File: src/rtl/sysreg_pkg.sv
package sysreg_pkg;

    localparam int unsigned DATA_W = 32;

    // word indices whose behaviour differs from a plain store
    localparam int unsigned IX_ESRAM  = 0;
    localparam int unsigned IX_DDR    = 2;
    localparam int unsigned IX_REMAP  = 4;
    localparam int unsigned IX_CLKDIV = 18;
    localparam int unsigned IX_PLL_LO = 38;
    localparam int unsigned IX_PLL_ST = 39;

    localparam logic [DATA_W-1:0] PLL_LO_INIT = 32'h021A_2358;
    localparam logic [DATA_W-1:0] PLL_ST_INIT = 32'h0000_0003;

    typedef enum logic [2:0] {
        ST_IDLE     = 3'd0,
        ST_RD_OK    = 3'd1,
        ST_RD_BAD   = 3'd2,
        ST_WR_STORE = 3'd3,
        ST_WR_PROT  = 3'd4,
        ST_WR_BAD   = 3'd5
    } acc_state_t;

    typedef enum logic [1:0] {
        WC_NONE  = 2'd0,
        WC_STORE = 2'd1,
        WC_PROT  = 2'd2,
        WC_RANGE = 2'd3
    } wr_class_t;

    function automatic bit div_legal(input int unsigned d);
        return (d >= 1) && (d <= 32) && ((d & (d - 1)) == 0);
    endfunction

    // trailing zeros below 8, trailing zeros plus one from 8 upward
    function automatic logic [2:0] div_code(input int unsigned d);
        int unsigned tz;
        bit found;
        tz = 0;
        found = 1'b0;
        for (int b = 0; b < 6; b++) begin
            if (!found && d[b]) begin
                tz = b;
                found = 1'b1;
            end
        end
        return (d < 8) ? 3'(tz) : 3'(tz + 1);
    endfunction

    function automatic logic [DATA_W-1:0] reset_word(input int unsigned idx,
                                                     input int unsigned d0,
                                                     input int unsigned d1);
        logic [DATA_W-1:0] v;
        v = '0;
        if (idx == IX_PLL_LO) v = PLL_LO_INIT;
        else if (idx == IX_PLL_ST) v = PLL_ST_INIT;
        else if (idx == IX_CLKDIV) v = {24'd0, div_code(d0), div_code(d1), 2'b00};
        return v;
    endfunction

endpackage

File: src/rtl/sysreg_decode.sv
module sysreg_decode
    import sysreg_pkg::*;
#(
    parameter int unsigned NW = 64,
    parameter int unsigned AW = 10,
    localparam int unsigned IXW = AW - 2
) (
    input  logic [AW-1:0]  addr,
    output logic [IXW-1:0] idx,
    output logic           in_range,
    output logic           prot,
    output logic           remap_hit,
    output logic [NW-1:0]  sel
);

    assign idx       = addr[AW-1:2];
    assign in_range  = ({{(32-IXW){1'b0}}, idx} < 32'(NW));
    assign remap_hit = (idx == IXW'(IX_ESRAM)) || (idx == IXW'(IX_DDR)) ||
                       (idx == IXW'(IX_REMAP));
    assign prot      = in_range && (remap_hit || (idx == IXW'(IX_PLL_ST)));

    for (genvar i = 0; i < NW; i++) begin : g_sel
        assign sel[i] = (idx == IXW'(i));
    end

endmodule

File: src/rtl/sysreg_store.sv
module sysreg_store
    import sysreg_pkg::*;
#(
    parameter int unsigned NW  = 64,
    parameter int unsigned DV0 = 2,
    parameter int unsigned DV1 = 2
) (
    input  logic                       clk,
    input  logic                       rst_n,
    input  logic                       wr_go,
    input  logic [NW-1:0]              sel,
    input  logic [DATA_W-1:0]          wdata,
    output logic [NW-1:0][DATA_W-1:0]  words
);

    for (genvar i = 0; i < NW; i++) begin : g_word
        localparam logic [DATA_W-1:0] RV = reset_word(i, DV0, DV1);
        logic [DATA_W-1:0] q;
        always_ff @(posedge clk) begin
            if (!rst_n)                q <= RV;
            else if (wr_go && sel[i])  q <= wdata;
        end
        assign words[i] = q;
    end

endmodule

File: src/rtl/sysreg_ctrl.sv
module sysreg_ctrl
    import sysreg_pkg::*;
(
    input  logic              clk,
    input  logic              rst_n,
    input  logic              req_valid,
    input  logic              req_we,
    input  logic              hit_in_range,
    input  logic              hit_prot,
    input  logic              hit_remap,
    input  logic [DATA_W-1:0] wdata,
    input  logic [DATA_W-1:0] cur_word,
    output logic [DATA_W-1:0] rdata,
    output logic              rvalid,
    output logic              err,
    output logic [1:0]        wclass,
    output logic              remap_flag
);

    acc_state_t        st_q, st_d;
    logic [DATA_W-1:0] rdata_q;
    logic              remap_q;

    always_comb begin
        if (!req_valid)         st_d = ST_IDLE;
        else if (!req_we)       st_d = hit_in_range ? ST_RD_OK : ST_RD_BAD;
        else if (!hit_in_range) st_d = ST_WR_BAD;
        else if (hit_prot)      st_d = ST_WR_PROT;
        else                    st_d = ST_WR_STORE;
    end

    always_ff @(posedge clk) begin
        if (!rst_n) begin
            st_q    <= ST_IDLE;
            rdata_q <= '0;
            remap_q <= 1'b0;
        end else begin
            st_q    <= st_d;
            rdata_q <= (st_d == ST_RD_OK) ? cur_word : '0;
            remap_q <= (st_d == ST_WR_PROT) && hit_remap && (wdata != cur_word);
        end
    end

    always_comb begin
        rvalid = 1'b0;
        err    = 1'b0;
        wclass = WC_NONE;
        unique case (st_q)
            ST_IDLE:     ;
            ST_RD_OK:    rvalid = 1'b1;
            ST_RD_BAD: begin
                rvalid = 1'b1;
                err    = 1'b1;
            end
            ST_WR_STORE: wclass = WC_STORE;
            ST_WR_PROT:  wclass = WC_PROT;
            ST_WR_BAD: begin
                err    = 1'b1;
                wclass = WC_RANGE;
            end
            default:     ;
        endcase
    end

    assign rdata      = rdata_q;
    assign remap_flag = remap_q;

endmodule

File: src/rtl/sysreg_bank.sv
module sysreg_bank
    import sysreg_pkg::*;
#(
    parameter int unsigned PCLK0_DIV = 2,
    parameter int unsigned PCLK1_DIV = 2,
    parameter int unsigned NWORDS    = 64,
    parameter int unsigned ADDR_W    = 10
) (
    input  logic              clk,
    input  logic              rst_n,
    input  logic              bus_valid,
    input  logic              bus_we,
    input  logic [ADDR_W-1:0] bus_addr,
    input  logic [31:0]       bus_wdata,
    output logic [31:0]       bus_rdata,
    output logic              bus_rvalid,
    output logic              bus_err,
    output logic [1:0]        bus_wclass,
    output logic              remap_unsup
);

    localparam int unsigned IXW = ADDR_W - 2;
    localparam int unsigned IW  = $clog2(NWORDS);

    // illegal configurations stop elaboration
    if (!div_legal(PCLK0_DIV) || !div_legal(PCLK1_DIV)) begin : g_bad_div
        $error("divisor parameters must be powers of two from 1 to 32");
    end
    if (NWORDS <= IX_PLL_ST || IW > IXW) begin : g_bad_size
        $error("bank size does not fit the fixed word map or the address");
    end

    logic [IXW-1:0]                idx;
    logic                          in_range, prot, remap_hit, wr_go;
    logic [NWORDS-1:0]             sel;
    logic [NWORDS-1:0][DATA_W-1:0] words;
    logic [DATA_W-1:0]             cur_word;

    sysreg_decode #(.NW(NWORDS), .AW(ADDR_W)) u_dec (
        .addr      (bus_addr),
        .idx       (idx),
        .in_range  (in_range),
        .prot      (prot),
        .remap_hit (remap_hit),
        .sel       (sel)
    );

    assign wr_go    = bus_valid && bus_we && in_range && !prot;
    assign cur_word = words[idx[IW-1:0]];

    sysreg_store #(.NW(NWORDS), .DV0(PCLK0_DIV), .DV1(PCLK1_DIV)) u_store (
        .clk   (clk),
        .rst_n (rst_n),
        .wr_go (wr_go),
        .sel   (sel),
        .wdata (bus_wdata),
        .words (words)
    );

    sysreg_ctrl u_ctrl (
        .clk          (clk),
        .rst_n        (rst_n),
        .req_valid    (bus_valid),
        .req_we       (bus_we),
        .hit_in_range (in_range),
        .hit_prot     (prot),
        .hit_remap    (remap_hit),
        .wdata        (bus_wdata),
        .cur_word     (cur_word),
        .rdata        (bus_rdata),
        .rvalid       (bus_rvalid),
        .err          (bus_err),
        .wclass       (bus_wclass),
        .remap_flag   (remap_unsup)
    );

endmodule

File: config.mk
export PLATFORM = sky130hd
export DESIGN_NAME = sysreg_bank
export DESIGN_NICKNAME = d
export VERILOG_FILES = /design/src/rtl/sysreg_pkg.sv /design/src/rtl/sysreg_decode.sv /design/src/rtl/sysreg_store.sv /design/src/rtl/sysreg_ctrl.sv /design/src/rtl/sysreg_bank.sv
export SDC_FILE = /design/constraint.sdc
export NUM_CORES = 2
export LEC_CHECK = 0
export BUFFER_PORTS_ARGS = -buffer_cell sky130_fd_sc_hd__buf_4
export CAP_MARGIN = 20
export CORE_MARGIN = 4
export CORE_UTILIZATION = 45
export CTS_CLUSTER_SIZE = 20
export DETAILED_ROUTE_END_ITERATION = 8
export HOLD_SLACK_MARGIN = 0.05
export PLACE_DENSITY = 0.58
export SLEW_MARGIN = 40
export SYNTH_ARGS = -nofsm -noshare
export SYNTH_HDL_FRONTEND = slang
export SYNTH_HIERARCHICAL = 1
export SYNTH_SLANG_ARGS = --single-unit
File: constraint.sdc
create_clock -name clk -period 3.3 [get_ports clk]
set_clock_uncertainty 0.1 [all_clocks]
set_input_delay 0 -clock clk [delete_from_list [all_inputs] [get_ports clk]]
set_output_delay 0 -clock clk [all_outputs]
set_load 0.005 [all_outputs]
==> key figures <==
Run status
  – Status: finished clean

Final layout
  – Final instance area: about 0.11 mm2
  – Nets: about 8.4k
  – Area Growth Syn to Fin: 14.3%
  – Share of layout cells above drive strength 1: between 10% and 20%

Route
  – Drt first-iter violations: 5819
  – DR WL/cell: ~25 um
  – Wl on met1: between 100000 and 150000 um
  – Remaining DRCs: 0
  – Drt total wl: roughly 290000 um
  – WL met3: 14200 um
  – Drt first pass iters: 6
  – Highest metal layer with signal wires: met5
  – Vias per inst: roughly 5.7
  – ANT nets after route: 0
  – Wire length on met2: 136000 um
  – Vias: 63.9k

Power
  – Logic pwr share: 5.7%
  – Worst vdd ir: 0.538 mV
  – Power per cell area: 506 mW/mm2
  – Switch Pwr: 12.6 mW
  – Clock power share: ~47%
  – Sequential share of power: 47.1%
  – Sw Ratio: between 20% and 30%
  – Internal: 40.8 mW
  – Leak: between 50 and 60 nW

Synthesis
  – Cells after synthesis: just over 8k
  – Post-Syn Area: between 0.09 and 0.1 mm2
  – Synth Net Count: approximately 8.4k
  – Synthesized area per cell: about 11 um2
  – Synth warn: 6

Setup path
  – Max incr delay on CP: between 600 and 700 ps
  – Data required time of the worst path: 3930 ps
  – Critical path fanouts, max: 32
  – CP max-delay cell: dlygate4sd3_1
  – Crit end category: flip-flop
  – CP cell instances: dlygate4sd3_1 -> buf_4 -> dlygate4sd3_1 -> nor2_1 -> dlygate4sd3_1 -> and4b_4 -> buf_4 -> buf_16 -> nand2_2 -> buf_12 -> mux2i_1 -> dlygate4sd3_1
  – CP dominant cell by count: dlygate4sd3_1
  – Critical path class: in -> reg
  – Critical Path Start Type: primary input
  – Worst EP arrival: between 3000 and 4000 ps

Global routing
  – Global-route wire length before repair: around 420000 um
  – Antenna violations before repair: 7
  – Vias in the first global route: about 65k
  – Total GRT Usage: between 20% and 30%
  – Total gr overflow: 0
  – Largest net degree at the start of global routing: about 200

Timing
  – Setup violators final: 0
  – Setup TNS: 0 ps
  – Min Tclk post-route: ~3300 ps
  – Tcrit/Tclk final: a little over nine tenths
  – Slew Viols, Final: 0
  – Fmax: ~0.31 GHz
  – Hold slack: 106 ps
  – Final hold violation count: 0
  – Worst Max-Slew Pin Slew: roughly 880 ps
  – RSZ-0062 raised after global routing: no
  – Slew headroom: 41.0%

Clocking
  – CTS root buffer: clkbuf_16
  – CTS Buffer Depth: 3
  – H-tree Lvls: 4
  – Clk sinks: about 2.1k
  – CTS Buf Count: ~220
  – CTS tree: done
  – Clock transition at path regs: 60 ps
  – Worst-skew pair later-pin latency: 860 ps

Die
  – Die area: about 0.21 mm2
  – Die W: between 400 and 500 um
  – # rows: around 170
  – Initial Utilization: 45.2%
  – I/O pin total: just over 80
  – Core ar.: roughly 0.2 mm2
  – Die Ht: 461 um

Placed design
  – HPWL Detailed: between 150000 and 200000 um
  – GP Congestion: between 0.8 and 0.9
  – Placed instance area: around 0.097 mm2
  – Port Buffers: 80

Flow run
  – Max Cap Viol: 0

Worst hold path
  – Hold WC Path Type: in -> reg
[cell usage in the layout, fill, tap and decap left out, types with 11 or more instances in the layout]
cell,instances
a21oi_1,54
and2_1,36
buf_12,186
buf_4,364
bufinv_16,17
clkbuf_1,51
clkbuf_16,221
clkbuf_8,52
clkinv_2,44
dfxtp_1,2084
dlygate4sd3_1,88
inv_1,14
mux2i_1,2144
mux4_1,11
mux4_2,520
nand2_1,2049
nand2_2,65
nand2_4,31
nand3_1,19
nand4_1,11
nor2_1,142
nor4_1,12
o211ai_1,14
o221ai_1,25
o22ai_1,97
xnor2_1,32
[state kept, by name (all words and copies together), names as in the netlist]
register and count:
u_store/g_word.q 2048, u_ctrl/st_q 3, u_ctrl/remap_flag 1, u_ctrl/rdata 32
[through the flow]
stage | std cells | util [%] | setup WS, ps | power, mW
floorplan | 8305 | - | 753 | 27.6
global placement | 10700 | 47.5 | -498 | 28.7
detailed placement | 10700 | 47.5 | -432 | 28.7
CTS | 11200 | 51.5 | 22.0 | 53.8
global route | 11200 | 51.6 | 10.4 | 54.9
finish | 11200 | 51.6 | 43.4 | 53.4
[repair_timing]
item,in CTS,in global routing
hold endpoints to repair,1880,0
setup endpoints to repair,0,13
gates resized for setup,0,5
hold buffers,88,0
buffers inserted,0,3
[worst max-delay path: cells and delay by family]
kind	cells	cell delay, ps
mux	1	190
buf+inv	8	3050
simple gates	3	490
[per-layer routing]
metal | up-vias | track usage, %
met5 | - | 0
met2 | 1662 | 43.7
met1 | 32800 | 35.4
li1 | 29000 | -
met4 | 2 | 8.80
met3 | 445 | 3.62
[power groups by stage]
| stage | clock network (mW) | logic, mW | registers [mW] |
|---|---|---|---|
| global route | 26.5 | 3.20 | 25.2 |
| global placement | 0 | 2.93 | 25.7 |
| floorplan | 0 | 1.84 | 25.7 |
| finish | 25.2 | 3.06 | 25.2 |
| CTS | 25.6 | 3.02 | 25.2 |
| detailed placement | 0 | 2.95 | 25.7 |
[final timing paths]
kind | from | to | slack [ps] | cells after the start
worst max register to register | u_store/g_word[7].q[29]$_SDFFE_PN0P_ | u_ctrl/remap_flag$_SDFF_PN0_ | 170 | 9
worst min-delay path | rst_n | u_store/g_word[47].q[18]$_SDFFE_PN0P_ | 110 | 4
worst max-delay path | bus_addr[8] | u_store/g_word[43].q[22]$_SDFFE_PN0P_ | 40 | 12
worst min register to register | u_store/g_word[54].q[1]$_SDFFE_PN0P_ | u_store/g_word[54].q[1]$_SDFFE_PN0P_ | 350 | 2
[layout make-up]
class | count | area, um2
diodes | 4 | 10.0
clock buffers | 321 | 6360
clock inverters | 80 | 973
fillers | 17900 | 98900
inverters | 15 | 56.3
multi-input cells | 5385 | 45400
flip-flops and latches | 2084 | 41700
well taps | 2688 | 3360
repair buffers | 652 | 7640
Power figures use the tool's default switching activity.
